<file path="config.mk">
export PLATFORM = sky130hd
export DESIGN_NAME = ps_cfg_master
export DESIGN_NICKNAME = d
export VERILOG_FILES = /design/src/rtl/ps_cfg_pkg.sv /design/src/rtl/ps_sync.sv /design/src/rtl/ps_us_timer.sv /design/src/rtl/ps_bit_shifter.sv /design/src/rtl/ps_cfg_master.sv
export SDC_FILE = /design/constraint.sdc
export NUM_CORES = 1
export LEC_CHECK = 0
export BUFFER_PORTS_ARGS = -buffer_cell sky130_fd_sc_hd__buf_2
export CORE_ASPECT_RATIO = 0.5
export CORE_MARGIN = 2
export CORE_UTILIZATION = 60
export DETAILED_ROUTE_END_ITERATION = 6
export GPL_TIMING_DRIVEN = 0
export PLACE_DENSITY = 0.78
export REMOVE_ABC_BUFFERS = 1
export SYNTH_ARGS = -nofsm -noshare
export SYNTH_HDL_FRONTEND = slang
export SYNTH_HIERARCHICAL = 1
export SYNTH_SLANG_ARGS = --single-unit
</file>
<file path="constraint.sdc">
create_clock -name clk -period 5.9 [get_ports clk]
set_input_delay 1.18 -clock clk [delete_from_list [all_inputs] [get_ports clk]]
set_output_delay 1.18 -clock clk [all_outputs]
set_load 0.1 [all_outputs]
</file>
<file path="src/rtl/ps_cfg_pkg.sv">
package ps_cfg_pkg;
  typedef enum logic [2:0] {
    ST_IDLE      = 3'd0,
    ST_PULSE     = 3'd1,
    ST_WAIT_ST   = 3'd2,
    ST_LOAD      = 3'd3,
    ST_SHIFT     = 3'd4,
    ST_WAIT_DONE = 3'd5
  } cfg_state_e;
endpackage

</file>
<file path="src/rtl/ps_sync.sv">
module ps_sync #(
  parameter int STAGES = 2
) (
  input  logic clk,
  input  logic rst_ni,
  input  logic d,
  output logic q
);
  logic [STAGES-1:0] ff_q;
  logic [STAGES-1:0] ff_d;

  for (genvar i = 0; i < STAGES; i++) begin : g_stage
    if (i == 0) begin : g_first
      assign ff_d[i] = d;
    end else begin : g_next
      assign ff_d[i] = ff_q[i-1];
    end
  end

  always_ff @(posedge clk or negedge rst_ni) begin
    if (!rst_ni) ff_q <= '0;
    else         ff_q <= ff_d;
  end

  assign q = ff_q[STAGES-1];
endmodule

</file>
<file path="src/rtl/ps_us_timer.sv">
module ps_us_timer #(
  parameter int W = 12
) (
  input  logic         clk,
  input  logic         rst_ni,
  input  logic         load,
  input  logic [W-1:0] load_val,
  output logic         zero
);
  logic [W-1:0] cnt_q, cnt_d;

  always_comb begin
    cnt_d = cnt_q;
    if (load)              cnt_d = load_val;
    else if (cnt_q != '0)  cnt_d = cnt_q - 1'b1;
  end

  always_ff @(posedge clk or negedge rst_ni) begin
    if (!rst_ni) cnt_q <= '0;
    else         cnt_q <= cnt_d;
  end

  assign zero = (cnt_q == '0);

  // the interval counter steps down by one each idle cycle
  p_timer_step_r2: assert property (@(posedge clk) disable iff (!rst_ni)
    (!load && cnt_q != '0) |=> (cnt_q == $past(cnt_q) - 1'b1));
endmodule

</file>
<file path="src/rtl/ps_bit_shifter.sv">
module ps_bit_shifter #(
  parameter int DIV_W = 8
) (
  input  logic             clk,
  input  logic             rst_ni,
  input  logic             load,
  input  logic [7:0]       din,
  input  logic [DIV_W-1:0] half_div,
  output logic             sclk,
  output logic             sdat,
  output logic             active,
  output logic             last
);
  logic [7:0]       sr_q, sr_d;
  logic [2:0]       bi_q, bi_d;
  logic [DIV_W-1:0] hc_q, hc_d;
  logic             ph_q, ph_d;
  logic             act_q, act_d;

  always_comb begin
    sr_d  = sr_q;
    bi_d  = bi_q;
    hc_d  = hc_q;
    ph_d  = ph_q;
    act_d = act_q;
    if (load) begin
      sr_d  = din;
      bi_d  = '0;
      hc_d  = half_div;
      ph_d  = 1'b0;
      act_d = 1'b1;
    end else if (act_q) begin
      if (hc_q == '0) begin
        hc_d = half_div;
        if (!ph_q) begin
          ph_d = 1'b1;
        end else begin
          ph_d = 1'b0;
          sr_d = {1'b0, sr_q[7:1]};
          bi_d = bi_q + 3'd1;
          if (bi_q == 3'd7) act_d = 1'b0;
        end
      end else begin
        hc_d = hc_q - 1'b1;
      end
    end
  end

  always_ff @(posedge clk or negedge rst_ni) begin
    if (!rst_ni) begin
      sr_q  <= '0;
      bi_q  <= '0;
      hc_q  <= '0;
      ph_q  <= 1'b0;
      act_q <= 1'b0;
    end else begin
      sr_q  <= sr_d;
      bi_q  <= bi_d;
      hc_q  <= hc_d;
      ph_q  <= ph_d;
      act_q <= act_d;
    end
  end

  assign sclk   = act_q & ph_q;
  assign sdat   = act_q & sr_q[0];
  assign active = act_q;
  assign last   = act_q & ph_q & (hc_q == '0) & (bi_q == 3'd7);

  // data is held for the whole high phase of the clock
  p_dat_hold_high_r6: assert property (@(posedge clk) disable iff (!rst_ni)
    (sclk && $past(sclk)) |-> $stable(sdat));
  // clock never rises in the same cycle the data moves
  p_dat_change_low_r6: assert property (@(posedge clk) disable iff (!rst_ni)
    (!$stable(sdat)) |-> !sclk);
endmodule

</file>
<file path="src/rtl/ps_cfg_master.sv">
module ps_cfg_master
  import ps_cfg_pkg::*;
#(
  parameter int CLK_MHZ      = 100,
  parameter int PULSE_US     = 5,
  parameter int DONE_US      = 10,
  parameter int STATUS_TO_US = 100,
  parameter int CNT_W        = 16,
  parameter int DIV_W        = 8,
  parameter int SYNC_STAGES  = 2
) (
  input  logic             clk,
  input  logic             rst_n,
  input  logic             start,
  input  logic [CNT_W-1:0] byte_total,
  input  logic [DIV_W-1:0] half_div,
  input  logic             s_valid,
  input  logic [7:0]       s_data,
  output logic             s_ready,
  output logic             cfg_req_n,
  output logic             cfg_clk,
  output logic             cfg_dat,
  input  logic             tgt_status,
  input  logic             tgt_done,
  output logic             busy,
  output logic             done,
  output logic             error
);
  localparam int PULSE_CYC = PULSE_US * CLK_MHZ;
  localparam int DONE_CYC  = DONE_US * CLK_MHZ;
  localparam int TO_CYC    = STATUS_TO_US * CLK_MHZ;
  localparam int MAX_A     = (PULSE_CYC > DONE_CYC) ? PULSE_CYC : DONE_CYC;
  localparam int MAX_CYC   = (MAX_A > TO_CYC) ? MAX_A : TO_CYC;
  localparam int TMR_W     = $clog2(MAX_CYC + 1);
  localparam logic [TMR_W-1:0] PULSE_V = TMR_W'(PULSE_CYC - 1);
  localparam logic [TMR_W-1:0] DONE_V  = TMR_W'(DONE_CYC - 1);
  localparam logic [TMR_W-1:0] TO_V    = TMR_W'(TO_CYC - 1);

  // reset: asserted asynchronously, released on a clock edge
  logic [1:0] rst_sync_q;
  logic       rst_i;
  always_ff @(posedge clk or negedge rst_n) begin
    if (!rst_n) rst_sync_q <= 2'b00;
    else        rst_sync_q <= {rst_sync_q[0], 1'b1};
  end
  assign rst_i = rst_sync_q[1];

  logic status_s, done_s;
  ps_sync #(.STAGES(SYNC_STAGES)) u_sync_status (
    .clk(clk), .rst_ni(rst_i), .d(tgt_status), .q(status_s));
  ps_sync #(.STAGES(SYNC_STAGES)) u_sync_done (
    .clk(clk), .rst_ni(rst_i), .d(tgt_done), .q(done_s));

  logic             tmr_ld, tmr_zero;
  logic [TMR_W-1:0] tmr_val;
  ps_us_timer #(.W(TMR_W)) u_timer (
    .clk(clk), .rst_ni(rst_i), .load(tmr_ld), .load_val(tmr_val), .zero(tmr_zero));

  cfg_state_e       st_q, st_d;
  logic [CNT_W-1:0] rem_q, rem_d;
  logic [DIV_W-1:0] div_q, div_d;
  logic             done_q, done_d, err_q, err_d;
  logic             ser_ld, ser_last, ser_active;

  ps_bit_shifter #(.DIV_W(DIV_W)) u_shift (
    .clk(clk), .rst_ni(rst_i), .load(ser_ld), .din(s_data), .half_div(div_q),
    .sclk(cfg_clk), .sdat(cfg_dat), .active(ser_active), .last(ser_last));

  always_comb begin
    st_d    = st_q;
    rem_d   = rem_q;
    div_d   = div_q;
    done_d  = done_q;
    err_d   = err_q;
    tmr_ld  = 1'b0;
    tmr_val = '0;
    ser_ld  = 1'b0;
    case (st_q)
      ST_IDLE: if (start) begin
        st_d    = ST_PULSE;
        rem_d   = byte_total;
        div_d   = half_div;
        done_d  = 1'b0;
        err_d   = 1'b0;
        tmr_ld  = 1'b1;
        tmr_val = PULSE_V;
      end
      ST_PULSE: if (tmr_zero) begin
        st_d    = ST_WAIT_ST;
        tmr_ld  = 1'b1;
        tmr_val = TO_V;
      end
      ST_WAIT_ST: begin
        if (status_s) begin
          if (rem_q == '0) begin
            st_d    = ST_WAIT_DONE;
            tmr_ld  = 1'b1;
            tmr_val = DONE_V;
          end else begin
            st_d = ST_LOAD;
          end
        end else if (tmr_zero) begin
          st_d  = ST_IDLE;
          err_d = 1'b1;
        end
      end
      ST_LOAD: if (s_valid) begin
        ser_ld = 1'b1;
        rem_d  = rem_q - 1'b1;
        st_d   = ST_SHIFT;
      end
      ST_SHIFT: if (ser_last) begin
        if (rem_q == '0) begin
          st_d    = ST_WAIT_DONE;
          tmr_ld  = 1'b1;
          tmr_val = DONE_V;
        end else begin
          st_d = ST_LOAD;
        end
      end
      ST_WAIT_DONE: if (tmr_zero) begin
        st_d = ST_IDLE;
        if (done_s) done_d = 1'b1;
        else        err_d  = 1'b1;
      end
      default: st_d = ST_IDLE;
    endcase
  end

  always_ff @(posedge clk or negedge rst_i) begin
    if (!rst_i) begin
      st_q   <= ST_IDLE;
      rem_q  <= '0;
      div_q  <= '0;
      done_q <= 1'b0;
      err_q  <= 1'b0;
    end else begin
      st_q   <= st_d;
      rem_q  <= rem_d;
      div_q  <= div_d;
      done_q <= done_d;
      err_q  <= err_d;
    end
  end

  assign s_ready   = (st_q == ST_LOAD);
  assign cfg_req_n = (st_q != ST_PULSE);
  assign busy      = (st_q != ST_IDLE);
  assign done      = done_q;
  assign error     = err_q;

  // no clock activity or byte request while the request line is low
  p_pulse_quiet_r2: assert property (@(posedge clk) disable iff (!rst_i)
    !cfg_req_n |-> (!cfg_clk && !s_ready && !ser_active));
  // byte requested only with the clock parked low and the target released
  p_ready_parked_r7: assert property (@(posedge clk) disable iff (!rst_i)
    s_ready |-> (!cfg_clk && cfg_req_n && !ser_active));
  // an accepted byte starts the serializer on the next cycle
  p_accept_shift_r7: assert property (@(posedge clk) disable iff (!rst_i)
    (s_valid && s_ready) |=> ser_active);
  // a failure is only raised from one of the two waiting phases
  p_err_source_r4: assert property (@(posedge clk) disable iff (!rst_i)
    $rose(error) |-> ($past(st_q) == ST_WAIT_ST || $past(st_q) == ST_WAIT_DONE));
  // run flags are mutually exclusive
  p_flags_onehot_r11: assert property (@(posedge clk) disable iff (!rst_i)
    $onehot0({busy, done, error}));
endmodule

</file>
# Word level (Yosys, flattened, before mapping)
# Index checks and enable logic that the tools add are counted.
[totals]
ff_bits = 70
inputBits = 38
out_inout_bits = 7
word_cells = 114
[classes]
add_sub_neg = 4
eq_ne = 16
mux = 56
bitwise_logic = 4
n_reduce_logical = 20
[ops]
columns = ["cell", "n"]
rows = [
  ["14-bit 2-to-1 mux", 4],
  ["8-bit 2-to-1 mux", 7],
  ["14-bit case mux with 4 select lines", 1],
  ["3-bit 2-to-1 mux", 11],
  ["16-bit 2-to-1 mux", 2],
  ["16-bit case mux with 2 select lines", 1],
  ["1-bit 2-to-1 mux", 23],
  ["10-bit 2-to-1 mux", 2],
  ["3-bit case mux with 6 select lines", 1],
  ["16-bit logical NOT", 1],
  ["2-bit inequality test, second input constant", 8],
  ["16-bit by 1-bit subtractor with 16-bit output, second input constant", 1],
  ["14-bit logical NOT", 1],
  ["14-bit nonzero test", 1],
  ["14-bit by 1-bit subtractor with 14-bit output, second input constant", 1],
  ["2-bit nonzero test", 6],
  ["3-bit equality test, second input constant", 3],
  ["9-bit 2-to-1 mux", 1],
  ["8-bit logical NOT", 1],
  ["4-bit AND reduction", 2],
  ["8-bit by 1-bit subtractor with 8-bit output, second input constant", 1],
  ["3-bit by 2-bit equality test with 1-bit output, second input constant", 2],
  ["3-bit AND reduction", 2],
  ["6-bit AND reduction", 1],
  ["other kinds (11)", 16],
]

# Logic depth before layout (Yosys ltp)
[logic_depth]
ltp_word = 6
depth_mapped = 14

# Modules after synthesis
# The synthesis kept the hierarchy.
[by_module_without_submodules]
columns = ["module", "instances", "cells_each", "area_each_um2", "seq_area_each_um2"]
rows = [
  ["ps_cfg_master", 1, 207, 1876.8, 775.7],
  ["ps_bit_shifter", 1, 138, 1247.4, 525.5],
  ["ps_us_timer", 1, 85, 828.3, 350.3],
  ["ps_sync", 2, 2, 50.0, 50.0],
]

# Worst setup path before layout
# No wires, ideal clock.
[synth_path]
kind = "reg-to-output"
from = "register st_q[1]"
to = "output port s_ready"
t_arrival_ps = 1735
required_ps = 4720
setup_slack_ps = 2985
stages_incl_launch_ff = 5
cell_sequence = "dfrtp_1 > buf_2 > nand3b_1 > inv_2 > buf_1"
[synth_between]
elab_chain_len = 1
[synth_rtl]
columns = ["item", "line_no", "rtl"]
rows = [
  ["start, declared", "ps_cfg_master.sv:59", "cfg_state_e st_q, st_d;"],
  ["start signal, assigned", "ps_cfg_master.sv:138", "st_q <= st_d;"],
  ["3-bit by 2-bit equality test with 1-bit output", "ps_cfg_master.sv:146", "assign s_ready = (st_q == ST_LOAD);"],
  ["end, declared", "ps_cfg_master.sv:19", "output logic s_ready,"],
]
# Every way passes these cells.

# Worst setup path in the final report
# Same ends and word-level chain as after synthesis.

==> flow_metrics.tcl <==
set metrics [dict create \
    worstHoldEndpoint "u_sync_done/ff_q[1]" \
    die_w_um 120 \
    insertion_delay_ps 340 \
    hp-class "register to register" \
    min_from "u_sync_done/ff_q[0]" \
    path_cells "nand3b_1 > inv_2 > buf_2" \
    slowest_stage "dfrtp_1" \
    finalCritPeriodShare_pct 68.4 \
    ys.flop_type "dfrtp_1" \
    critical_path_buf_inv_count 2 \
    finClkSkew_ps 5.52 \
    ys_ff_latch 70 \
    grt_antenna_before_repair 0 \
    vias 3292 \
    dieArea_mm2 0.00747 \
    reg2reg_from "st_q[1]" \
    irDropWorstVdd_mv 0.137 \
    cts_setup_buffers 0 \
    drive_above_1_share_pct 20.3 \
    critPathArrivalTime_ps 2850 \
    initial_core_util_pct 61.2 \
    setup_violations 0 \
    reg2reg_depth 5 \
    synth_common_cells "dfrtp_1 (70), nand2_1 (42), a21oi_1 (32), o21ai_0 (28), nor2_1 (22)" \
    rsz0062_at_grt "no" \
    area_growth_pct 13.3 \
    cts_buffer_depth 2 \
    num_rows 21 \
    grt_pass1_wl_um 14100 \
    gp_congestion 0.839 \
    fin_crit_ps 4030 \
    avgSynthCellArea_um2 9.34 \
    crit_fanout 28 \
    crit_path_end_kind "output pin" \
    yosysTopAreaCell "dfrtp_1" \
    path_delay_family "buffers and inverters" \
    wl_per_cell_um 14.8 \
    holdPathStages 0 \
    synth-edff-count 0 \
    htree_levels 3 \
    wirelength_um 8310 \
    max_freq_mhz 248 \
    synthTopCellsByArea "dfrtp_1 (43%), a21oi_1 (4.0%), nand2_1 (3.9%), o21ai_0 (3.5%), mux2_2 (2.5%)" \
    first_pass_iters 4 \
    finalHoldViolCount 0 \
    grt-ovfl-total 0 \
    cap_viol_max_count 0 \
    synth_area_mm2 0.00405 \
    nets 509 \
    cts_tree "yes" \
    hold_buffers 0 \
    maxSlewHeadroom_pct 20.0 \
    insertedDiodeCount 0 \
    hpwlAfterDp_um 5460 \
    ant_nets 0 \
    clkSinkCount 70 \
    cp-start-kind "register" \
    grt_max_degree 69 \
    cts-root-buf "clkbuf_16" \
    port_buffers 44 \
    viasPerCell 5.87 \
    netlist.area_leader.share_pct 43.2 \
    ys_warn_count 6 \
    grt_use_total_pct 24.0 \
    synth-seq-area-share_pct 43.2 \
    leakage_nw 1.95 \
    synth_most_common_cell "dfrtp_1" \
    clkTransAtPathRegs_ps 60 \
    ios 45 \
    cts_buffers 9 \
    status "finished clean" \
    core_area_mm2 0.00662 \
    r2r-end "u_shift/hc_q[7]" \
    crit_required_ps 4720 \
    drv_slew 0 \
    ys_types 69 \
    synthArstFlopShare_pct 100 \
    die_h_um 62.1 \
    cp_slowest_stage_delay_ps 700 \
    power_density_mw_per_mm2 239 \
    syn_inst 434 \
    tns_ps 0 \
    drc_errors 0 \
    drtIter0Drc 253 \
    nFillCells 544 \
    reg2reg_slack_ps 2360 \
    total_power_mw 1.10 \
    worst_pin_slew_ps 1200 \
    cts_resized 0 \
    first_global_vias 3051 \
    worstSetupPathType "register to output pin" \
]
-- sequential cells by signal, summed over array words and instances (netlist names), 2 cells and up --
signal              flops
st_q                    3
rst_sync_q              2
u_shift/sr_q            8
rem_q                  16
u_shift/bi_q            3
div_q                   8
u_timer/cnt_q          14
u_sync_status/ff_q      2
u_shift/hc_q            8
u_sync_done/ff_q        2
-- cells in the final DEF, fill, tap and decap left out, types with 4 or more instances in the layout --
master	n
nor4b_1	4
a21oi_1	32
nor4_1	6
nand2_1	42
xor2_1	6
dfrtp_1	69
nand3_1	19
nor2b_1	11
o22ai_1	6
a31oi_1	13
xnor2_1	8
o21ai_1	8
a21oi_2	4
nor3_1	9
clkbuf_16	9
o21ai_0	28
a2bb2oi_1	7
buf_2	44
nor2_1	22
mux2_2	9
nor4_4	4
o31ai_1	7
nand4_1	4
ha_1	7
o32ai_1	4
nand2b_1	4
inv_1	11
-- final cells by class --
class	count	area (um2)	area share, %
clock buffers	11	243	5.29
inverters	13	48.8	1.06
multi-input cells	325	2110	46.0
clock inverters	5	83.8	1.83
flip-flops and latches	70	1760	38.2
repair buffers	45	231	5.04
well taps	92	115	2.51
-- report_power, final --
part	switching, mW	internal, mW
registers	0.0102	0.483
logic	0.00780	0.0122
clock network	0.203	0.382
-- worst max-delay path by stage --
stage | from | end | slack (ps) | cells after the start
global placement | u_timer/cnt_q[5] | u_timer/cnt_q[5] | 2000 | 7
global route | st_q[1] | s_ready | 1590 | 3
CTS | st_q[1] | s_ready | 1860 | 3
finish | st_q[1] | s_ready | 1870 | 3
floorplan | u_timer/cnt_q[5] | u_timer/cnt_q[1] | 2650 | 6
detailed placement | st_q[1] | s_ready | 2260 | 3
-- stage by stage --
| stage | util [%] | hold slack, ps | cell area, um2 | std cells | worst slack (ps) |
|---|---|---|---|---|---|
| floorplan | - | 331 | 3910 | 408 | 2650 |
| global placement | 64.1 | 334 | 4250 | 544 | 2000 |
| detailed placement | 64.4 | 336 | 4270 | 545 | 2260 |
| CTS | 69.4 | 349 | 4590 | 561 | 1860 |
| global route | 69.4 | 357 | 4590 | 561 | 1590 |
| finish | 69.4 | 349 | 4590 | 561 | 1870 |
-- routing by layer --
layer / share of wire [%] / track usage (%)
met1: 49 / 33.6
met2: 46 / 35.7
met3: 4.4 / 7.63
met4: 1.4 / 7.56
met5: 0 / 0
-- logic make-up (layout without fill, tap and decap cells) --
family          after synthesis  in the layout  synth area share [%]
compound gates              130            130                  20.1
xor+xnor                     14             14                  3.03
flops                        70             70                  43.2
fa+ha+maj                     7              7                  2.16
simple gates                159            159                  23.3
buf+inv                      40             74                  4.82
mux                          12             12                  3.24
other cells                   2              3                 0.185
Power figures use the tool's default switching activity.
